`config.mk`:
```
export PLATFORM = sky130hd
export DESIGN_NAME = prio_mask_unit
export DESIGN_NICKNAME = d
export VERILOG_FILES = /design/src/rtl/pmr_pkg.sv /design/src/rtl/pmr_view_xlate.sv /design/src/rtl/pmr_mask_reg.sv /design/src/rtl/pmr_read_port.sv /design/src/rtl/prio_mask_unit.sv
export SDC_FILE = /design/constraint.sdc
export NUM_CORES = 1
export LEC_CHECK = 0
export BUFFER_PORTS_ARGS = -buffer_cell sky130_fd_sc_hd__buf_2
export CAP_MARGIN = 40
export CORE_ASPECT_RATIO = 1.2
export CORE_UTILIZATION = 30
export CTS_BUF_LIST = sky130_fd_sc_hd__clkbuf_16
export CTS_CLUSTER_SIZE = 10
export DETAILED_ROUTE_END_ITERATION = 6
export HOLD_SLACK_MARGIN = 0.03
export PLACE_DENSITY = 0.62
export SLEW_MARGIN = 40
export SYNTH_ARGS = -nofsm -noshare
export SYNTH_HDL_FRONTEND = slang
export SYNTH_HIERARCHICAL = 1
export SYNTH_SLANG_ARGS = --single-unit
```
`constraint.sdc`:
```
create_clock -name clk -period 1.8 [get_ports clk]
set_input_delay 0.18 -clock clk [delete_from_list [all_inputs] [get_ports clk]]
set_output_delay 0.18 -clock clk [all_outputs]
set_load 0.01 [all_outputs]
```
`src/rtl/pmr_pkg.sv`:
```
package pmr_pkg;
  typedef enum logic {
    SEL_MASK = 1'b0,
    SEL_RUN  = 1'b1
  } pmr_sel_e;
  localparam int unsigned NUM_SRC = 2;
endpackage

```
`src/rtl/pmr_view_xlate.sv`:
```
// Converts a real priority into the non-secure view when enabled.
module pmr_view_xlate #(
  parameter int unsigned W = 8
) (
  input  logic         en,
  input  logic [W-1:0] raw,
  output logic [W-1:0] view
);
  localparam logic [W-1:0] ALL_ONES = {W{1'b1}};

  always_comb begin
    if (!en) begin
      view = raw;
    end else if (!raw[W-1]) begin
      view = '0;                       // secure half hidden
    end else if (raw == ALL_ONES) begin
      view = raw;                      // top value kept as is
    end else begin
      view = {raw[W-2:0], 1'b0};
    end
  end
endmodule

```
`src/rtl/pmr_mask_reg.sv`:
```
// Mask storage with the non-secure write rule and update pulse.
module pmr_mask_reg #(
  parameter int unsigned W = 8
) (
  input  logic         clk,
  input  logic         rst,
  input  logic         wr_en,
  input  logic         xlate,
  input  logic [W-1:0] wdata,
  output logic [W-1:0] mask_q,
  output logic         upd_q
);
  logic         blocked;
  logic         accept;
  logic [W-1:0] next_val;

  always_comb begin
    blocked  = xlate && !mask_q[W-1];
    accept   = wr_en && !blocked;
    next_val = xlate ? {1'b1, wdata[W-1:1]} : wdata;
  end

  always_ff @(posedge clk) begin
    if (rst) begin
      mask_q <= '0;
      upd_q  <= 1'b0;
    end else begin
      upd_q <= accept;
      if (accept) begin
        mask_q <= next_val;
      end
    end
  end

  AST_NS_WR_BLOCKED: assert property (@(posedge clk) disable iff (rst)
    (wr_en && xlate && !mask_q[W-1]) |=> $stable(mask_q));
  AST_NS_WR_TOPBIT: assert property (@(posedge clk) disable iff (rst)
    (wr_en && xlate && mask_q[W-1]) |=> mask_q[W-1]);
  AST_NO_WR_STABLE: assert property (@(posedge clk) disable iff (rst)
    !wr_en |=> $stable(mask_q));
  AST_PULSE_NEEDS_WR: assert property (@(posedge clk) disable iff (rst)
    upd_q |-> $past(wr_en));
endmodule

```
`src/rtl/pmr_read_port.sv`:
```
// Translates both readable sources and registers the selected one.
module pmr_read_port #(
  parameter int unsigned W = 8
) (
  input  logic         clk,
  input  logic         rst,
  input  logic         rd_en,
  input  logic         sel,
  input  logic         xlate,
  input  logic [W-1:0] mask_val,
  input  logic [W-1:0] run_val,
  output logic [W-1:0] rdata
);
  import pmr_pkg::*;

  logic [W-1:0] raw_src  [NUM_SRC];
  logic [W-1:0] view_src [NUM_SRC];

  always_comb begin
    raw_src[SEL_MASK] = mask_val;
    raw_src[SEL_RUN]  = run_val;
  end

  for (genvar g = 0; g < NUM_SRC; g++) begin : g_view
    pmr_view_xlate #(.W(W)) u_xlate (
      .en   (xlate),
      .raw  (raw_src[g]),
      .view (view_src[g])
    );
  end

  always_ff @(posedge clk) begin
    if (rst) begin
      rdata <= '0;
    end else if (rd_en) begin
      rdata <= view_src[sel];
    end
  end

  AST_RD_HOLD: assert property (@(posedge clk) disable iff (rst)
    !rd_en |=> $stable(rdata));
endmodule

```
`src/rtl/prio_mask_unit.sv`:
```
module prio_mask_unit #(
  parameter int unsigned PRIO_W = 8
) (
  input  logic              clk,
  input  logic              rst,
  input  logic              sec_ext_en,
  input  logic              grp0_route,
  input  logic              acc_ns,
  input  logic              reg_sel,
  input  logic              wr_en,
  input  logic              rd_en,
  input  logic [PRIO_W-1:0] wdata,
  output logic [PRIO_W-1:0] rdata,
  input  logic [PRIO_W-1:0] run_prio,
  input  logic [PRIO_W-1:0] cand_prio,
  output logic              mask_pass,
  output logic              reeval
);
  import pmr_pkg::*;

  logic              xlate;
  logic              mask_wr;
  logic [PRIO_W-1:0] mask_q;

  always_comb begin
    xlate   = sec_ext_en && grp0_route && acc_ns;
    mask_wr = wr_en && (pmr_sel_e'(reg_sel) == SEL_MASK);
  end

  pmr_mask_reg #(.W(PRIO_W)) u_mask (
    .clk    (clk),
    .rst    (rst),
    .wr_en  (mask_wr),
    .xlate  (xlate),
    .wdata  (wdata),
    .mask_q (mask_q),
    .upd_q  (reeval)
  );

  pmr_read_port #(.W(PRIO_W)) u_rd (
    .clk      (clk),
    .rst      (rst),
    .rd_en    (rd_en),
    .sel      (reg_sel),
    .xlate    (xlate),
    .mask_val (mask_q),
    .run_val  (run_prio),
    .rdata    (rdata)
  );

  always_comb mask_pass = (cand_prio < mask_q);

  AST_ZERO_MASK_BLOCKS: assert property (@(posedge clk) disable iff (rst)
    (mask_q == '0) |-> !mask_pass);
  AST_HIDE_RUN: assert property (@(posedge clk) disable iff (rst)
    (rd_en && xlate && reg_sel && !run_prio[PRIO_W-1]) |=> (rdata == '0));
  AST_RAW_RUN: assert property (@(posedge clk) disable iff (rst)
    (rd_en && !xlate && reg_sel) |=> (rdata == $past(run_prio)));
endmodule

```
# == Word level (Yosys, flattened, before mapping) ==
# Index checks and enable logic that the tools add are counted.
# classes
order_cmp,2
n_eq_ne,2
muxes,10
bitwise_logic,2
reduce_logical,7
# op_table
cell,count
$mux 8,10
$eq 8x8->1 const B,2
$lt 8x8->1,1
$logic_and 1x1->1,5
$ge 2x2->1 const B,1
$logic_not 1->1,2
$not 1->2,1
$not 1->1,1
# word_totals
ff_bits,17
in_bits,32
out_inout_bits,10
elab_cells,26

# == Logic depth before layout (Yosys ltp) ==
# Gate-level depths: netlist of run 1.
# logic_depth
word_depth,7
mapped_depth,7
mapped_depth_nobuf,5

# == Cells and area by module ==
# Netlist of run 1, hierarchy kept.
# modules_own_cells
module,n_inst,cells_per_inst,area_per_inst_um2,seq_area_each_um2
pmr_mask_reg,1,41,464.2,180.2
pmr_read_port,1,36,369.1,160.2
pmr_view_xlate,2,25,128.9,0.0
prio_mask_unit,1,27,188.9,0.0

# == Least setup slack after synthesis of run 1 ==
# Ideal clock, no wire load.
# synth_path
path_type,register -> output
start,register u_mask.mask_q[2]
end,output port mask_pass
arrival_ns,1.272
t_required_ns,1.620
slack_ns,0.348
stages_incl_launch_ff,6
path_buffers,0
cell_sequence,dfxtp_1 inv_1 ha_1 a211oi_2 o21ai_1 a41oi_1
# synth_between
elab_chain_cells,1
# synth_lines
element,line,rtl
start: declaration,pmr_mask_reg.sv:10,"output logic [W-1:0] mask_q,"
start signal: assignment,pmr_mask_reg.sv:30,mask_q <= next_val;
$lt 8x8->1,prio_mask_unit.sv:51,always_comb mask_pass = (cand_prio < mask_q);
end: declaration,prio_mask_unit.sv:16,"output logic mask_pass,"
# Every way passes these cells.

# == Worst setup path after layout of run 1 ==
# Same ends and word-level chain as after synthesis.

==> metrics.csv, run 1 <==
stage,metric,value,unit
yosys,Mapped Avg Cell Area,8.31,um2
floorplan,die area,4530,um2
floorplan,Die Wd,61.6,um
yosys,Synthesized Nets,193,
clocking,H-tree depth,1,
global_route,vias in the first global route,1021,
worst_setup_path,crit end category,output pin,
cells_and_area,"Cell Count, Final, Fillers Out",245,
cells_and_area,most frequent cells in the layout,"buf_2, inv_1, mux2i_1",
floorplan,core footprint,4000,um2
sta,FMAX,608,MHz
global_route,Total GRT Usage,0.136,
status,status,"finished, final reports clean",
yosys,"Seq/Total Area, Yosys",0.266,
global_route,global-route wire length before repair,4570,um
clocking,Clock Tree Root,clkbuf_16,
yosys,Synth Flop Type,dfxtp_1,
cells_and_area,layout cells sized above 1,0.335,
clocking,clock sink count,17,
clocking,"Clk Latency, worst-skew pair",0.25,ns
routing,drt via density,4.56,
cells_and_area,"commonest non-fill, non-tap cell in the layout",buf_2,
yosys,async set or reset register ratio after synthesis,0,
floorplan,Die Height,73.6,um
floorplan,initial core utilization,0.320,
worst_setup_path,worst flop-to-flop path startpoint,u_mask/mask_q[7]$_SDFFE_PP0P_,
yosys,Syn Inst Count,154,
cells_and_area,Layout area overhead,23.4,%
hold_path,hold path depth,3,
routing,final WL,2840,um
sta,final worst path period need,1.65,ns
flow_run,MaxCap Viol Count,0,
yosys,Post-synth EDFFs,0,
sta,Hold Fails Final Rpt,0,
worst_setup_path,CP max FO,2,
floorplan,FP Rows,25,
worst_setup_path,Worst R2R Path Depth,5,
routing,DR iter-0 viols,47,
worst_setup_path,crit start category,register,
yosys,Seq cells post-synth,17,
routing,DRC viols,0,
clocking,hold buffer count at CTS,0,
clocking,CTS tree,done,
clocking,Worst-path clk slew,0.05,ns
placement,dpl cells,240,
routing,ANT nets after route,0,
cells_and_area,nets@finish,231,
hold_path,min-delay src,wdata[7],
worst_setup_path,RR Endpoint,u_rd/rdata[0]$_SDFFE_PP0P_,
sta,final setup violation count,0,
sta,Tcrit/Tclk final,0.914,
clocking,clk buf depth,2,
worst_setup_path,crit path DAT,1.47,ns
sta,RSZ-0062 raised after global routing,false,
power_and_ir_drop,PwrDens,700,nW/um2
yosys,synthesized area,1280,um2
global_route,Overflow after GRT,0,
global_route,initial antenna violation count,0,
placement,gp weighted congestion,0.816,
clocking,cts bufs inserted,3,
sta,"Slew Viols, Final",0,
sta,TNS Setup,0,ns
yosys,Synth Warn #,6,
placement,PortBufs,41,
global_route,largest net degree at the start of global routing,38,
yosys,Synth cell types,26,
sta,Setup Skew,0.00154,ns
power_and_ir_drop,leakage,0.683,nW
sta,Worst-Margin Slew,0.407,ns
cells_and_area,Fill cells,436,
sta,Slew Limit Headroom,0.729,
hold_path,Hold Path End,u_mask/mask_q[7]$_SDFFE_PP0P_,
routing,DRT Pass-1 Iters,4,
hold_path,Worst Hold Class,in -> reg,
worst_setup_path,CP Data Required Time,1.62,ns
worst_setup_path,crit path kind,reg -> out,
routing,average wire per standard cell,11.6,um
power_and_ir_drop,Max VDD drop,344,uV
routing,via count,1116,
placement,post-DP HPWL,2160,um
floorplan,io pins,42,
worst_setup_path,Reg2Reg Setup Slack,0.66,ns
cells_and_area,Antenna Cells,0,
-- worst max path at each step --
stage                      endpoint  cells past startpoint                     startpoint  slack (ns)
after global placement    mask_pass                      6  u_mask/mask_q[2]$_SDFFE_PP0P_        0.26
after CTS                 mask_pass                      6  u_mask/mask_q[2]$_SDFFE_PP0P_        0.04
final                     mask_pass                      6  u_mask/mask_q[2]$_SDFFE_PP0P_        0.15
after floorplan           mask_pass                      5  u_mask/mask_q[2]$_SDFFE_PP0P_        0.35
after global routing      mask_pass                      6  u_mask/mask_q[2]$_SDFFE_PP0P_        0.03
after detailed placement  mask_pass                      6  u_mask/mask_q[2]$_SDFFE_PP0P_        0.22
-- flip-flops by register name, indices dropped and copies added (netlist names) --
name,cells
u_rd/rdata,8
u_mask/mask_q,8
u_mask/upd_q,1
-- where the power goes --
part	total, mW	switching (mW)	internal (mW)
clock network	0.434	0.139	0.295
registers	0.423	0.0183	0.404
logic	0.248	0.132	0.116
-- cell usage after synthesis (2+ instances only) --
| cell type | count | share of area |
|---|---|---|
| nor2b_1 | 3 | 0.015 |
| clkbuf_2 | 2 | 0.0078 |
| mux2i_1 | 16 | 0.13 |
| a211oi_1 | 7 | 0.041 |
| nand4_1 | 4 | 0.020 |
| o21ai_0 | 13 | 0.051 |
| a21boi_0 | 2 | 0.012 |
| o22ai_1 | 2 | 0.0098 |
| nor2_1 | 11 | 0.032 |
| a21oi_1 | 9 | 0.035 |
| nand3_1 | 12 | 0.047 |
| ha_1 | 7 | 0.068 |
| a211oi_2 | 9 | 0.088 |
| nand2_1 | 2 | 0.0059 |
| inv_1 | 21 | 0.062 |
| buf_1 | 2 | 0.0059 |
| buf_6 | 7 | 0.062 |
| dfxtp_1 | 17 | 0.27 |
-- through the flow --
stage | worst slack, ns | power [mW] | instance area [um2] | hold slack (ns) | utilization
after floorplan | 0.348 | 0.599 | 1280 | 0.327 | -
after CTS | 0.0373 | 1.12 | 1580 | 0.211 | 0.393
after global placement | 0.258 | 0.674 | 1490 | 0.462 | 0.372
after detailed placement | 0.224 | 0.676 | 1490 | 0.456 | 0.372
after global routing | 0.0303 | 1.18 | 1580 | 0.233 | 0.394
final | 0.154 | 1.11 | 1580 | 0.205 | 0.394
-- critical path: stages, from the launching register on --
cell and delay (ns):
dfxtp_2 0.32, inv_1 0.04, ha_1 0.29, a211oi_2 0.17, o21ai_1 0.09, a41oi_1 0.15, buf_2 0.15
-- per-layer routing --
metal / global-route usage / wire [um] / up-vias
met5: 0 / 0 / -
met2: 0.225 / 1360 / 25
li1: - / - / 614
met3: 0.0387 / 141 / 4
met4: 0.0370 / 27 / 0
met1: 0.169 / 1310 / 473
-- cells by family (layout without fill, tap and decap cells) --
group / count (synthesis) / in the layout / synth area share
multiplexers: 16 / 16 / 0.125
flip-flops: 17 / 17 / 0.266
AO/OA/AOI/OAI: 44 / 44 / 0.247
buffers and inverters: 34 / 71 / 0.146
AND/OR/NAND/NOR: 36 / 36 / 0.148
adder cells (fa/ha/maj): 7 / 7 / 0.0684
-- cell type report --
type | instances | area (um2) | share of cell area
Clock buffer | 3 | 75.1 | 0.0475
Clock inverter | 1 | 3.75 | 0.00238
Inverter | 21 | 78.8 | 0.0499
Multi-Input combinational cell | 103 | 753 | 0.477
Sequential cell | 17 | 345 | 0.219
Tap cell | 54 | 67.6 | 0.0428
Timing Repair Buffer | 46 | 255 | 0.162
-- timing repair --
item / 4_1_cts / 5_1_grt
gates resized for setup: 1 / 3
pin swaps: 0 / 2
endpoints found under the setup margin: 1 / 1
buffers inserted: 1 / 0
Note: power is estimated with default switching activity, not from simulation.
==> run 2, diff against run 1 <==
--- a/config.mk
+++ b/config.mk
@@ -9,7 +9,7 @@
 export CAP_MARGIN = 40
 export CORE_ASPECT_RATIO = 1.2
 export CORE_UTILIZATION = 30
-export CTS_BUF_LIST = sky130_fd_sc_hd__clkbuf_16
+export CTS_BUF_LIST = sky130_fd_sc_hd__clkbuf_4 sky130_fd_sc_hd__clkbuf_8 sky130_fd_sc_hd__clkbuf_16
 export CTS_CLUSTER_SIZE = 10
 export DETAILED_ROUTE_END_ITERATION = 6
 export HOLD_SLACK_MARGIN = 0.03
==> run 2 against run 1 <==
  * Sequential share of layout area grew 0.42 points
  * Sequential power is essentially flat
  * Utilization shrank 0.75 points
  * Sequential cell count is the same
  * Critical path depth is the same
  * Largest power group is now sequential cells
  * Total power shrank 13%
  * Global-route usage is the same
==> metrics.csv, run 2 (synthesis results as in run 1) <==
stage,metric,value,unit,change
floorplan,die area,4530,um2,unchanged
cells_and_area,nets@finish,231,,unchanged
worst_setup_path,crit path kind,reg -> out,,
power_and_ir_drop,Clk network pwr share,0.307,,-0.086
placement,PortBufs,41,,unchanged
routing,via count,1115,,-0.090%
routing,DR iter-0 viols,49,,+4.3%
sta,hold slack,0.196,ns,-0.00994 ns
sta,"Slew Viols, Final",0,,unchanged
sta,RSZ-0062 raised after global routing,false,,
floorplan,Die Wd,61.6,um,unchanged
cells_and_area,Antenna Cells,0,,unchanged
cells_and_area,"commonest non-fill, non-tap cell in the layout",buf_2,,
power_and_ir_drop,Int Pwr,0.692,mW,-15%
global_route,Total GRT Usage,0.136,,unchanged
sta,TNS Setup,0,ns,unchanged
worst_setup_path,crit end category,output pin,,
floorplan,core footprint,4000,um2,unchanged
routing,DRC viols,0,,unchanged
status,status,"finished, final reports clean",,
clocking,H-tree depth,1,,unchanged
cells_and_area,most frequent cells in the layout,"buf_2, inv_1, mux2i_1",,
power_and_ir_drop,Tot Pwr,0.967,mW,-13%
routing,ANT nets after route,0,,unchanged
clocking,clock sink count,17,,unchanged
clocking,cts bufs inserted,3,,unchanged
cells_and_area,layout cells sized above 1,0.340,,+0.00524
global_route,initial antenna violation count,0,,unchanged
placement,gp weighted congestion,0.816,,unchanged
power_and_ir_drop,switching power share of the total,0.285,,+0.0222
sta,Hold Fails Final Rpt,0,,unchanged
global_route,largest net degree at the start of global routing,38,,unchanged
floorplan,initial core utilization,0.320,,unchanged
power_and_ir_drop,PwrDens,624,nW/um2,-11%
clocking,Worst-path clk slew,0.06,ns,about the same
global_route,vias in the first global route,1031,,+0.98%
sta,FMAX,604,MHz,-0.65%
clocking,hold buffer count at CTS,0,,unchanged
cells_and_area,Largest regs,"u_mask/mask_q x8, u_rd/rdata x8, u_mask/upd_q x1",,
sta,Slew Limit Headroom,0.730,,+0.00174
placement,post-DP HPWL,2160,um,unchanged
global_route,Overflow after GRT,0,,unchanged
sta,final setup violation count,0,,unchanged
clocking,"Clk Latency, worst-skew pair",0.25,ns,about the same
hold_path,Worst Hold Class,in -> reg,,
cells_and_area,final core utilization,0.387,,-0.00750
clocking,CTS tree,done,,
routing,average wire per standard cell,11.6,um,-0.14%
power_and_ir_drop,Comb power frac,0.257,,+0.032
routing,DRT Pass-1 Iters,4,,unchanged
worst_setup_path,CP max FO,2,,unchanged
worst_setup_path,crit path DAT,1.48,ns,about the same
flow_run,MaxCap Viol Count,0,,unchanged
sta,Tcrit/Tclk final,0.920,,+0.00596
global_route,global-route wire length before repair,4570,um,-0.15%
worst_setup_path,CP Data Required Time,1.62,ns,about the same
worst_setup_path,crit start category,register,,
sta,Worst-Margin Slew,0.404,ns,-0.00261 ns
power_and_ir_drop,leakage,0.667,nW,-2.4%
power_and_ir_drop,Max VDD drop,344,uV,about the same
clocking,Clock Tree Root,clkbuf_8,,
floorplan,FP Rows,25,,unchanged
power_and_ir_drop,Flop pwr share,0.436,,+0.054
clocking,clk buf depth,2,,unchanged
cells_and_area,Layout area overhead,21.0,%,
routing,drt via density,4.55,,about the same
sta,final worst path period need,1.66,ns,+0.0107 ns
floorplan,Die Height,73.6,um,unchanged
sta,Setup Skew,0.00332,ns,+0.00178 ns
floorplan,io pins,42,,unchanged
routing,final WL,2840,um,-0.14%
power_and_ir_drop,Sw Pwr,0.275,mW,-5.1%
==> run 2: metal layers <==
| metal | track usage | wire [um] | vias to the layer above |
|---|---|---|---|
| li1 | - | - | 614 |
| met1 | 0.168 | 1310 | 472 |
| met5 | 0 | 0 | - |
| met2 | 0.226 | 1360 | 25 |
| met4 | 0.0370 | 28 | 0 |
| met3 | 0.0387 | 142 | 4 |
==> run 2: cell type report <==
type,count,area (um2)
flip-flops and latches,17,345
inverters,21,78.8
clock buffers,4,48.8
multi-input cells,103,753
repair buffers,46,255
well taps,54,67.6
fillers,439,2450
==> run 2: power groups by stage <==
stage / combinational, mW / clock [mW] / sequential (mW)
6_report: 0.248 / 0.297 / 0.422
3_3_place_gp: 0.244 / 0 / 0.430
3_5_place_dp: 0.246 / 0 / 0.430
2_1_floorplan: 0.166 / 0 / 0.434
5_1_grt: 0.282 / 0.334 / 0.425
4_1_cts: 0.250 / 0.311 / 0.421
==> run 2: metrics by stage <==
stage	area, um2	setup WS (ns)	std cells
global route	1550	0.00885	245
global placement	1490	0.258	240
floorplan	1280	0.348	154
CTS	1550	0.0249	245
detailed placement	1490	0.224	240
finish	1550	0.144	245
==> run 2: repair_timing <==
| item | CTS | global route |
|---|---|---|
| resized for setup | 1 | 3 |
| hold endpoints to repair | 0 | 0 |
| pin swaps | 0 | 2 |
| endpoints found under the setup margin | 1 | 1 |
| setup buffers | 1 | 0 |
==> run 2: worst paths after layout <==
| path | from | to | slack (ns) | cells after the start |
|---|---|---|---|---|
| max | u_mask/mask_q[2]$_SDFFE_PP0P_ | mask_pass | 0.14 | 6 |
| min | wdata[7] | u_mask/mask_q[7]$_SDFFE_PP0P_ | 0.20 | 3 |
| max reg2reg | u_mask/mask_q[7]$_SDFFE_PP0P_ | u_rd/rdata[0]$_SDFFE_PP0P_ | 0.65 | 5 |
| min reg2reg | u_rd/rdata[1]$_SDFFE_PP0P_ | u_rd/rdata[1]$_SDFFE_PP0P_ | 0.48 | 2 |
==> run 2: worst max-delay path, cell delays in order (launching register included) <==
cell	delay, ns
dfxtp_2	0.33
inv_1	0.04
ha_1	0.29
a211oi_2	0.17
o21ai_1	0.09
a41oi_1	0.15
buf_2	0.15
